--- config.mk ---
export PLATFORM = sky130hd
export DESIGN_NAME = gpio_mmio_ctrl
export DESIGN_NICKNAME = d
export VERILOG_FILES = /design/src/rtl/gpio_mmio_pkg.sv /design/src/rtl/gpio_in_sync.sv /design/src/rtl/gpio_lane_map.sv /design/src/rtl/gpio_read_mux.sv /design/src/rtl/gpio_mmio_ctrl.sv
export SDC_FILE = /design/constraint.sdc
export NUM_CORES = 1
export LEC_CHECK = 0
export CORE_ASPECT_RATIO = 0.6
export CORE_MARGIN = 2
export CORE_UTILIZATION = 35
export CTS_BUF_LIST = sky130_fd_sc_hd__clkbuf_8
export DETAILED_ROUTE_END_ITERATION = 8
export RECOVER_POWER = 25
export SETUP_SLACK_MARGIN = 0.3
export SYNTH_ARGS = -nofsm -noshare
export SYNTH_HDL_FRONTEND = slang
export SYNTH_SLANG_ARGS = --single-unit
--- constraint.sdc ---
create_clock -name clk -period 1.3 [get_ports clk]
set_input_delay 0.13 -clock clk [delete_from_list [all_inputs] [get_ports clk]]
set_output_delay 0.13 -clock clk [all_outputs]
set_load 0.01 [all_outputs]
--- src/rtl/gpio_mmio_pkg.sv ---
package gpio_mmio_pkg;

    localparam int unsigned ADDR_W = 3;

    // Register window selects; the bus address decodes against these.
    typedef enum logic [ADDR_W-1:0] {
        SEL_VALUE   = 3'd0,
        SEL_RAISE   = 3'd1,
        SEL_LOWER   = 3'd2,
        SEL_DIR_OUT = 3'd3,
        SEL_DIR_IN  = 3'd4
    } reg_sel_e;

endpackage

--- src/rtl/gpio_in_sync.sv ---
module gpio_in_sync #(
    parameter int unsigned WIDTH = 32
) (
    input  logic             clk,
    input  logic             rst_n,
    input  logic [WIDTH-1:0] async_in,
    output logic [WIDTH-1:0] sync_out
);

    typedef struct packed {
        logic [WIDTH-1:0] stage1;
        logic [WIDTH-1:0] stage2;
    } sync_t;

    sync_t sy_d, sy_q;

    always_comb begin
        sy_d        = sy_q;
        sy_d.stage1 = async_in;
        sy_d.stage2 = sy_q.stage1;
    end

    always_ff @(posedge clk or negedge rst_n) begin
        if (!rst_n) sy_q <= '0;
        else        sy_q <= sy_d;
    end

    assign sync_out = sy_q.stage2;

    // the read path sees the pad value from two edges earlier
    p_two_stage_r7: assert property (@(posedge clk) disable iff (!rst_n)
        $past(rst_n) |=> sync_out == $past(async_in, 2));

endmodule

--- src/rtl/gpio_lane_map.sv ---
// Permutes between bus bit order and line order. Bit reversal and byte
// reversal are both involutions and commute, so one instance serves each way.
module gpio_lane_map #(
    parameter int unsigned WIDTH     = 32,
    parameter bit          MIRROR    = 1'b0,
    parameter bit          BYTE_SWAP = 1'b0
) (
    input  logic [WIDTH-1:0] in_vec,
    output logic [WIDTH-1:0] out_vec
);

    localparam int NBYTES = WIDTH / 8;

    for (genvar n = 0; n < WIDTH; n++) begin : g_lane
        localparam int MIR_IDX = MIRROR ? (WIDTH - 1 - n) : n;
        localparam int SRC_IDX = BYTE_SWAP
            ? ((NBYTES - 1 - MIR_IDX / 8) * 8 + (MIR_IDX % 8))
            : MIR_IDX;
        assign out_vec[n] = in_vec[SRC_IDX];
    end

endmodule

--- src/rtl/gpio_read_mux.sv ---
module gpio_read_mux
    import gpio_mmio_pkg::*;
#(
    parameter int unsigned WIDTH = 32
) (
    input  logic [ADDR_W-1:0] sel,
    input  logic [WIDTH-1:0]  latch,
    input  logic [WIDTH-1:0]  dir,
    input  logic [WIDTH-1:0]  pad_sync,
    output logic [WIDTH-1:0]  rd_line
);

    always_comb begin
        unique case (reg_sel_e'(sel))
            SEL_VALUE:   rd_line = (dir & latch) | (~dir & pad_sync);
            SEL_RAISE:   rd_line = latch;
            SEL_DIR_OUT: rd_line = dir;
            SEL_DIR_IN:  rd_line = ~dir;
            default:     rd_line = '0;
        endcase
    end

endmodule

--- src/rtl/gpio_mmio_ctrl.sv ---
module gpio_mmio_ctrl
    import gpio_mmio_pkg::*;
#(
    parameter int unsigned WIDTH     = 32,
    parameter bit          MIRROR    = 1'b0,
    parameter bit          BYTE_SWAP = 1'b0,
    parameter bit          HAS_CLR   = 1'b1,
    parameter bit          NO_OUTPUT = 1'b0
) (
    input  logic              clk,
    input  logic              rst_n,
    input  logic [ADDR_W-1:0] bus_addr,
    input  logic              bus_wr,
    input  logic              bus_rd,
    input  logic [WIDTH-1:0]  bus_wdata,
    output logic [WIDTH-1:0]  bus_rdata,
    input  logic [WIDTH-1:0]  pad_in,
    output logic [WIDTH-1:0]  pad_out,
    output logic [WIDTH-1:0]  pad_oe
);

    // reject unsupported build combinations at elaboration
    if (!(WIDTH == 8 || WIDTH == 16 || WIDTH == 32 || WIDTH == 64)) begin : g_bad_width
        $error("gpio_mmio_ctrl: WIDTH must be 8, 16, 32 or 64");
    end
    if (BYTE_SWAP && WIDTH == 64) begin : g_bad_swap
        $error("gpio_mmio_ctrl: byte swap is not available at 64 bits");
    end

    typedef struct packed {
        logic [WIDTH-1:0] latch;
        logic [WIDTH-1:0] dir;
        logic [WIDTH-1:0] rdata;
    } state_t;

    state_t st_d, st_q;

    logic [WIDTH-1:0] wr_line;
    logic [WIDTH-1:0] rd_line;
    logic [WIDTH-1:0] rd_bus;
    logic [WIDTH-1:0] pad_sync;

    gpio_lane_map #(.WIDTH(WIDTH), .MIRROR(MIRROR), .BYTE_SWAP(BYTE_SWAP)) u_wmap (
        .in_vec  (bus_wdata),
        .out_vec (wr_line)
    );

    gpio_in_sync #(.WIDTH(WIDTH)) u_sync (
        .clk      (clk),
        .rst_n    (rst_n),
        .async_in (pad_in),
        .sync_out (pad_sync)
    );

    gpio_read_mux #(.WIDTH(WIDTH)) u_rmux (
        .sel      (bus_addr),
        .latch    (st_q.latch),
        .dir      (st_q.dir),
        .pad_sync (pad_sync),
        .rd_line  (rd_line)
    );

    gpio_lane_map #(.WIDTH(WIDTH), .MIRROR(MIRROR), .BYTE_SWAP(BYTE_SWAP)) u_rmap (
        .in_vec  (rd_line),
        .out_vec (rd_bus)
    );

    always_comb begin
        st_d = st_q;
        if (bus_rd) begin
            st_d.rdata = rd_bus;
        end
        if (bus_wr && !NO_OUTPUT) begin
            unique case (reg_sel_e'(bus_addr))
                SEL_VALUE:   st_d.latch = wr_line;
                SEL_RAISE:   st_d.latch = HAS_CLR ? (st_q.latch | wr_line) : wr_line;
                SEL_LOWER:   if (HAS_CLR) st_d.latch = st_q.latch & ~wr_line;
                SEL_DIR_OUT: st_d.dir = wr_line;
                SEL_DIR_IN:  st_d.dir = ~wr_line;
                default:     ;
            endcase
        end
    end

    always_ff @(posedge clk or negedge rst_n) begin
        if (!rst_n) st_q <= '0;
        else        st_q <= st_d;
    end

    assign bus_rdata = st_q.rdata;
    assign pad_out   = st_q.latch;
    assign pad_oe    = st_q.dir;

    // pad vectors hold while no write occurs
    p_idle_hold_r2: assert property (@(posedge clk) disable iff (!rst_n)
        !bus_wr |=> ($stable(pad_out) && $stable(pad_oe)));

    // read data holds without a read strobe
    p_rdata_hold_r13: assert property (@(posedge clk) disable iff (!rst_n)
        !bus_rd |=> $stable(bus_rdata));

    if (NO_OUTPUT) begin : g_chk_noout
        // an input-only build never drives
        p_never_drive_r12: assert property (@(posedge clk) disable iff (!rst_n)
            (pad_oe == '0) && (pad_out == '0));
    end else begin : g_chk_out
        // output enable follows the output-mask write
        p_oe_follow_r5: assert property (@(posedge clk) disable iff (!rst_n)
            (bus_wr && bus_addr == SEL_DIR_OUT) |=> pad_oe == $past(wr_line));
        // input-mask write gives the complement
        p_oe_invert_r6: assert property (@(posedge clk) disable iff (!rst_n)
            (bus_wr && bus_addr == SEL_DIR_IN) |=> pad_oe == ~$past(wr_line));
        if (HAS_CLR) begin : g_chk_clr
            // raise never lowers a line
            p_raise_only_r3: assert property (@(posedge clk) disable iff (!rst_n)
                (bus_wr && bus_addr == SEL_RAISE) |=> ((~pad_out & $past(pad_out)) == '0));
            // lower never raises a line
            p_lower_only_r4: assert property (@(posedge clk) disable iff (!rst_n)
                (bus_wr && bus_addr == SEL_LOWER) |=> ((pad_out & ~$past(pad_out)) == '0));
        end else begin : g_chk_noclr
            // the lower window has no effect
            p_lower_inert_r11: assert property (@(posedge clk) disable iff (!rst_n)
                (bus_wr && bus_addr == SEL_LOWER) |=> $stable(pad_out));
        end
    end

endmodule

* Word level (Yosys, flattened, before mapping)
Index checks and enable logic that the tools add are counted.
** Storage, ports and cells
- Register bits after elaboration :: 160
- Bits of input ports :: 71
- Output and inout bits :: 96
- Logic and storage cells :: 24
** Cells by class
- Equal/unequal tests :: 4
- Mux-type cells :: 3
- Bitwise logic cells :: 7
- Reduce and logical (&&, ||, !) cells :: 5
** Operators by type and width (number)
- case mux 32 bit (4 select lines) :: 1
- AND 32 bit :: 3
- case mux 32 bit (3 select lines) :: 1
- inverter 32 bit :: 2
- OR 32 bit :: 2
- case mux 32 bit (2 select lines) :: 1
- == test 3 x 2 -> 1 bit, second input constant :: 2
- AND reduction 2 bit :: 2
- == test 3 x 1 -> 1 bit, second input constant :: 1
- == test 3 bit, second input constant :: 1
- logical NOT 3 bit :: 1
- nonzero test 3 bit :: 1
- nonzero test 2 bit :: 1

* Longest topological paths before layout
- Depth in word-level cells :: 4
- Gate-level depth with buffers :: 6
- Gate-level depth less buffers :: 3

* By module
From an unflattened synthesis, not the netlist that was laid out.
** Second synthesis, totals
- Cells, all modules :: 645
- Area, all modules :: 7923.8 µm²
** By module, submodules not included
- gpio_mmio_ctrl :: instances 1, cells an instance 366, area each 4491.8 µm², seq. area each 2402.3 µm²
- gpio_in_sync :: instances 1, cells an instance 64, area each 1601.5 µm², seq. area each 1601.5 µm²
- gpio_read_mux :: instances 1, cells an instance 151, area each 1350.0 µm², seq. area each 0.0 µm²
- gpio_lane_map :: instances 2, cells an instance 32, area each 240.2 µm², seq. area each 0.0 µm²

* Worst setup path before layout
Ideal clock, no wire load.
- Kind :: input to register
- Start :: input port bus_addr[0]
- End :: register st_q (netlist bit pad_out[10])
- Library setup time :: 137 ps
- Arrival time :: 1145 ps
- Required time :: 1163 ps
- Path slack :: 19 ps
- Stages on the path :: 6
- Path buffers :: 3
- Cells stage by stage :: buf_2 or4b_1 buf_2 buf_6 nand2_1 mux2i_1
** On the way
- Word-level cells in the longest chain between the ends :: 3
- Elaborated cells between the ends (all ways) :: 6
- Those cells by class :: eq/ne: 2; mux: 1; reduce/logical: 3
** Ends and longest elaborated chain
- start, declared :: RTL line gpio_mmio_ctrl.sv:12 : input logic [ADDR_W-1:0] bus_addr,
- == test 3 x 2 -> 1 bit, or another cell as far along :: RTL line gpio_mmio_ctrl.sv:74 : unique case (reg_sel_e'(bus_addr))
- nonzero test 3 bit (no line)
- AND reduction 2 bit (no line)
- end signal, assigned :: RTL line gpio_mmio_ctrl.sv:87 : else st_q <= st_d;
- end, declared :: RTL line gpio_mmio_ctrl.sv:36 : state_t st_d, st_q;
Parallel ways exist; a longest one is shown, timed or not.
A chain may end at the register's enable or synchronous reset.

* Worst setup path in the final report
- Start :: register st_q (netlist bit pad_oe[14])
- End :: register st_q (netlist bit bus_rdata[14])
** On the way
- Word-level cells in the longest chain between the ends :: 4
- Elaborated cells between the ends (all ways) :: 5
- Those cells by class :: mux: 1; bitwise: 4
** Ends and longest elaborated chain
- inverter 32 bit :: RTL line gpio_read_mux.sv:15, gpio_read_mux.sv:18
- AND 32 bit :: RTL line gpio_read_mux.sv:15 : SEL_VALUE: rd_line = (dir & latch) | (~dir & pad_sync);
- OR 32 bit :: RTL line gpio_read_mux.sv:15
- case mux 32 bit (4 select lines) * :: RTL line gpio_read_mux.sv:14 : unique case (reg_sel_e'(sel))
Mark *: on every way between the ends. The rest lies on a longest branch, timed or not.

==> metrics.md <==
| Metric | Value |
|---|---|
| H-tree Lvls | `4` |
| Startpoint types | `flop` |
| Register area | `0.004031 mm^2` |
| Number of synthesized flops with an enable pin | `0` |
| Core box area | `0.01908 mm^2` |
| Top cells by count, synth | `dfrtp_1, o21ai_0, nand3_1` |
| Share of power burned in registers | `0.418` |
| CTS Sinks | `160` |
| Initial Util | `0.3590` |
| Top FF cell, synth | `dfrtp_1` |
| Number of synthesized register bits | `160` |
| Clock power share | `0.258` |
| Setup TNS Final | `0 ns` |
| Switching share of total power | `0.3211` |
| Ys async rst share | `1.000` |
| GRT overflow | `0` |
| Vias in the first global route | `6198` |
| CTS clk-pin slew, worst paths | `0.10 ns` |
| Tmin final | `1.215 ns` |
| Nature of the critical path endpoint | `flop` |
| Clock Skew | `0.01690 ns` |
| # diodes | `0` |
| Comb pwr share | `0.324` |
| Final wirelength | `24370 um` |
| Crit path max fanout | `4` |
| Fin. max-slew vios | `0` |
| CP required | `1.64 ns` |
| Footprint of the multi-input gates | `0.002863 mm^2` |
| Count leader, synth | `dfrtp_1` |
| Leakage | `5.007 nW` |
| IO Count | `167` |
| Pwr Density | `1392 mW/mm^2` |
| Die height | `112.4 um` |
| Synthesized area per cell | `11.16 um^2` |
| Status | `finished clean` |
| Routed wire per std cell | `20.44 um` |
| Share of layout cells above drive strength 1 | `0.4730` |
| Pin count of the biggest net entering global routing | `38` |
| Root buffer cell | `clkbuf_8` |
| GRT Total Usage | `0.2294` |
| Final Hold Viols | `0` |
| Vias | `6394` |
| Site Rows | `39` |
| Sequential-to-total area share from yosys stat | `0.5845` |
| PnR worst setup slack | `0.08533 ns` |
| Period Utilization, post-route | `0.9344` |
| CTS Buffer Depth | `2` |
| Routability cong. | `0.7857` |
| TritonCTS Buffers | `17` |
| Setup WS pre-CTS | `-0.4540 ns` |
| Nets | `984` |
| Final setup viols | `0` |
| Post-route cell area | `0.01076 mm^2` |
| First-pass DRT Iterations | `5` |
| Mapped Area | `0.006850 mm^2` |
| Yosys Warn Count | `0` |
| Buffers on Ports | `166` |
| Internal power | `0.01017 W` |
| Worst Tran Pin Value | `0.5323 ns` |
| Fillers | `1631` |
| Initial antenna violation count | `0` |
| Largest area contributor in the netlist | `dfrtp_1` |
| Max Cap Viol | `0` |
| Post-synthesis net count | `685` |
| Antenna-violating nets left | `0` |
| DR DRC count | `0` |
| Placement Cell Area | `0.009111 mm^2` |
| P&R area growth vs syn | `57.02%` |
| DIE WIDTH | `184.6 um` |
| Routed vias/inst | `5.364` |
| Crit path kind | `reg2reg` |
| Finished Core Util | `0.5638` |
| CP arrival | `1.56 ns` |
| Worst skew pair latency | `0.46 ns` |
| Cell depth of the worst flop-to-flop path | `4` |
| DP HPWL | `14400 um` |
| Synth unique cells | `26` |
| HP Class | `in2async` |
| Die ar. | `0.02074 mm^2` |
| Max Clk Rate | `0.8233 GHz` |
| Synth area leaders | `dfrtp_1, o21ai_0, a211oi_1` |
| Switch Pwr | `0.004809 W` |
| Top cell type's share of synthesized area | `0.5845` |
| RSZ-0062 raised after global routing | `true` |
| Syn Inst Count | `614` |
| Drt first-iter violations | `487` |
| CTS tree | `done` |
| Wire length of the first global-routing pass | `35540 um` |
| Max transition margin | `0.6451` |
| IR drop worst, VDD | `0.7107 mV` |
[worst paths after layout]
kind,start,endpoint,slack (ns)
min,rst_n,pad_oe[31]$_DFFE_PN0P_,0.14
max,pad_oe[14]$_DFFE_PN0P_,bus_rdata[14]$_DFFE_PN0P_,0.09
min reg2reg,u_sync.sy_d[10]$_DFF_PN0_,u_sync.sync_out[10]$_DFF_PN0_,0.34
max in group asynchronous,rst_n,u_sync.sync_out[8]$_DFF_PN0_,0.31
max reg2reg,pad_oe[14]$_DFFE_PN0P_,bus_rdata[14]$_DFFE_PN0P_,0.09
min in group clk,pad_in[29],u_sync.sy_d[29]$_DFF_PN0_,0.21
[cells by family after synthesis]
group,count (synthesis),share of synthesized area
AND/OR/NAND/NOR,193,0.1525
AO/OA/AOI/OAI,170,0.1697
flip-flops,160,0.5845
buffers and inverters,59,0.04658
multiplexers,32,0.04676
[cells in the final DEF, fill, tap and decap left out, drive strengths merged]
cell,n
nor2b,3
nand4b,1
clkdlybuf4s15,1
nand3,64
nor4bb,1
a221o,32
dfrtp,160
a211oi,44
clkbuf,24
clkinvlp,2
dlymetal6s2s,1
o21ai,84
or4b,1
or3b,1
o211ai,10
bufinv,2
nand2,33
inv,5
nand4bb,1
clkdlybuf4s50,32
buf,264
dlygate4sd3,33
and4b,1
bufbuf,2
nor3,33
nor2,54
clkinv,5
mux2i,32
[power groups by stage]
| stage | Combinational [W] | Clock, W | Sequential, W |
|---|---|---|---|
| after global routing | 0.00518 | 0.00418 | 0.00631 |
| final | 0.00485 | 0.00387 | 0.00626 |
| after floorplan | 0.00110 | 0 | 0.00653 |
| after CTS | 0.00409 | 0.00393 | 0.00617 |
| after global placement | 0.00313 | 0 | 0.00647 |
| after detailed placement | 0.00323 | 0 | 0.00648 |
[registers in the layout (all words and copies together), names as in the netlist]
signal,flops
pad_oe,32
u_sync.sy_d,32
bus_rdata,32
pad_out,32
u_sync.sync_out,32
[through the flow]
stage                     hold WS (ns)  cells  total power (W)
after global routing            0.1481   1192          0.01567
after CTS                      0.06851   1154          0.01419
after global placement         0.07536   1028         0.009598
final                           0.1362   1192          0.01498
after floorplan                -0.1656    614         0.007627
after detailed placement       0.07905   1028         0.009713
[area by class of cell]
type	instances	share of cell area
clock buffer	19	0.02431
clock inverter	13	0.01396
inverter	1	0.0003490
multi-input combinational	395	0.2661
sequential	160	0.3748
tap	266	0.03094
timing repair buffer	338	0.2895
[routing by layer]
layer  up-vias  wire length, um  global-route usage
met5         -                0                   0
met4         0              365             0.06614
li1       2856                -                   -
met2       291            10600              0.3306
met3        30             2158             0.05613
met1      3217            11240              0.3425
[critical path, cell delays in order (launching register included)]
cell     delay [ns]
dfrtp_2        0.44
buf_6          0.14
o21ai_2        0.11
o21ai_1        0.09
a221o_2        0.33
[repair_timing]
item / 4_1_cts / 5_1_grt
endpoints found under the setup margin: 192 / 169
hold endpoints to repair: 160 / 0
pin swaps: 18 / 33
hold buffers: 1 / 0
cloned: 3 / 3
resized for setup: 495 / 105
buffers inserted: 90 / 35
(Power assumes the default switching activity.)
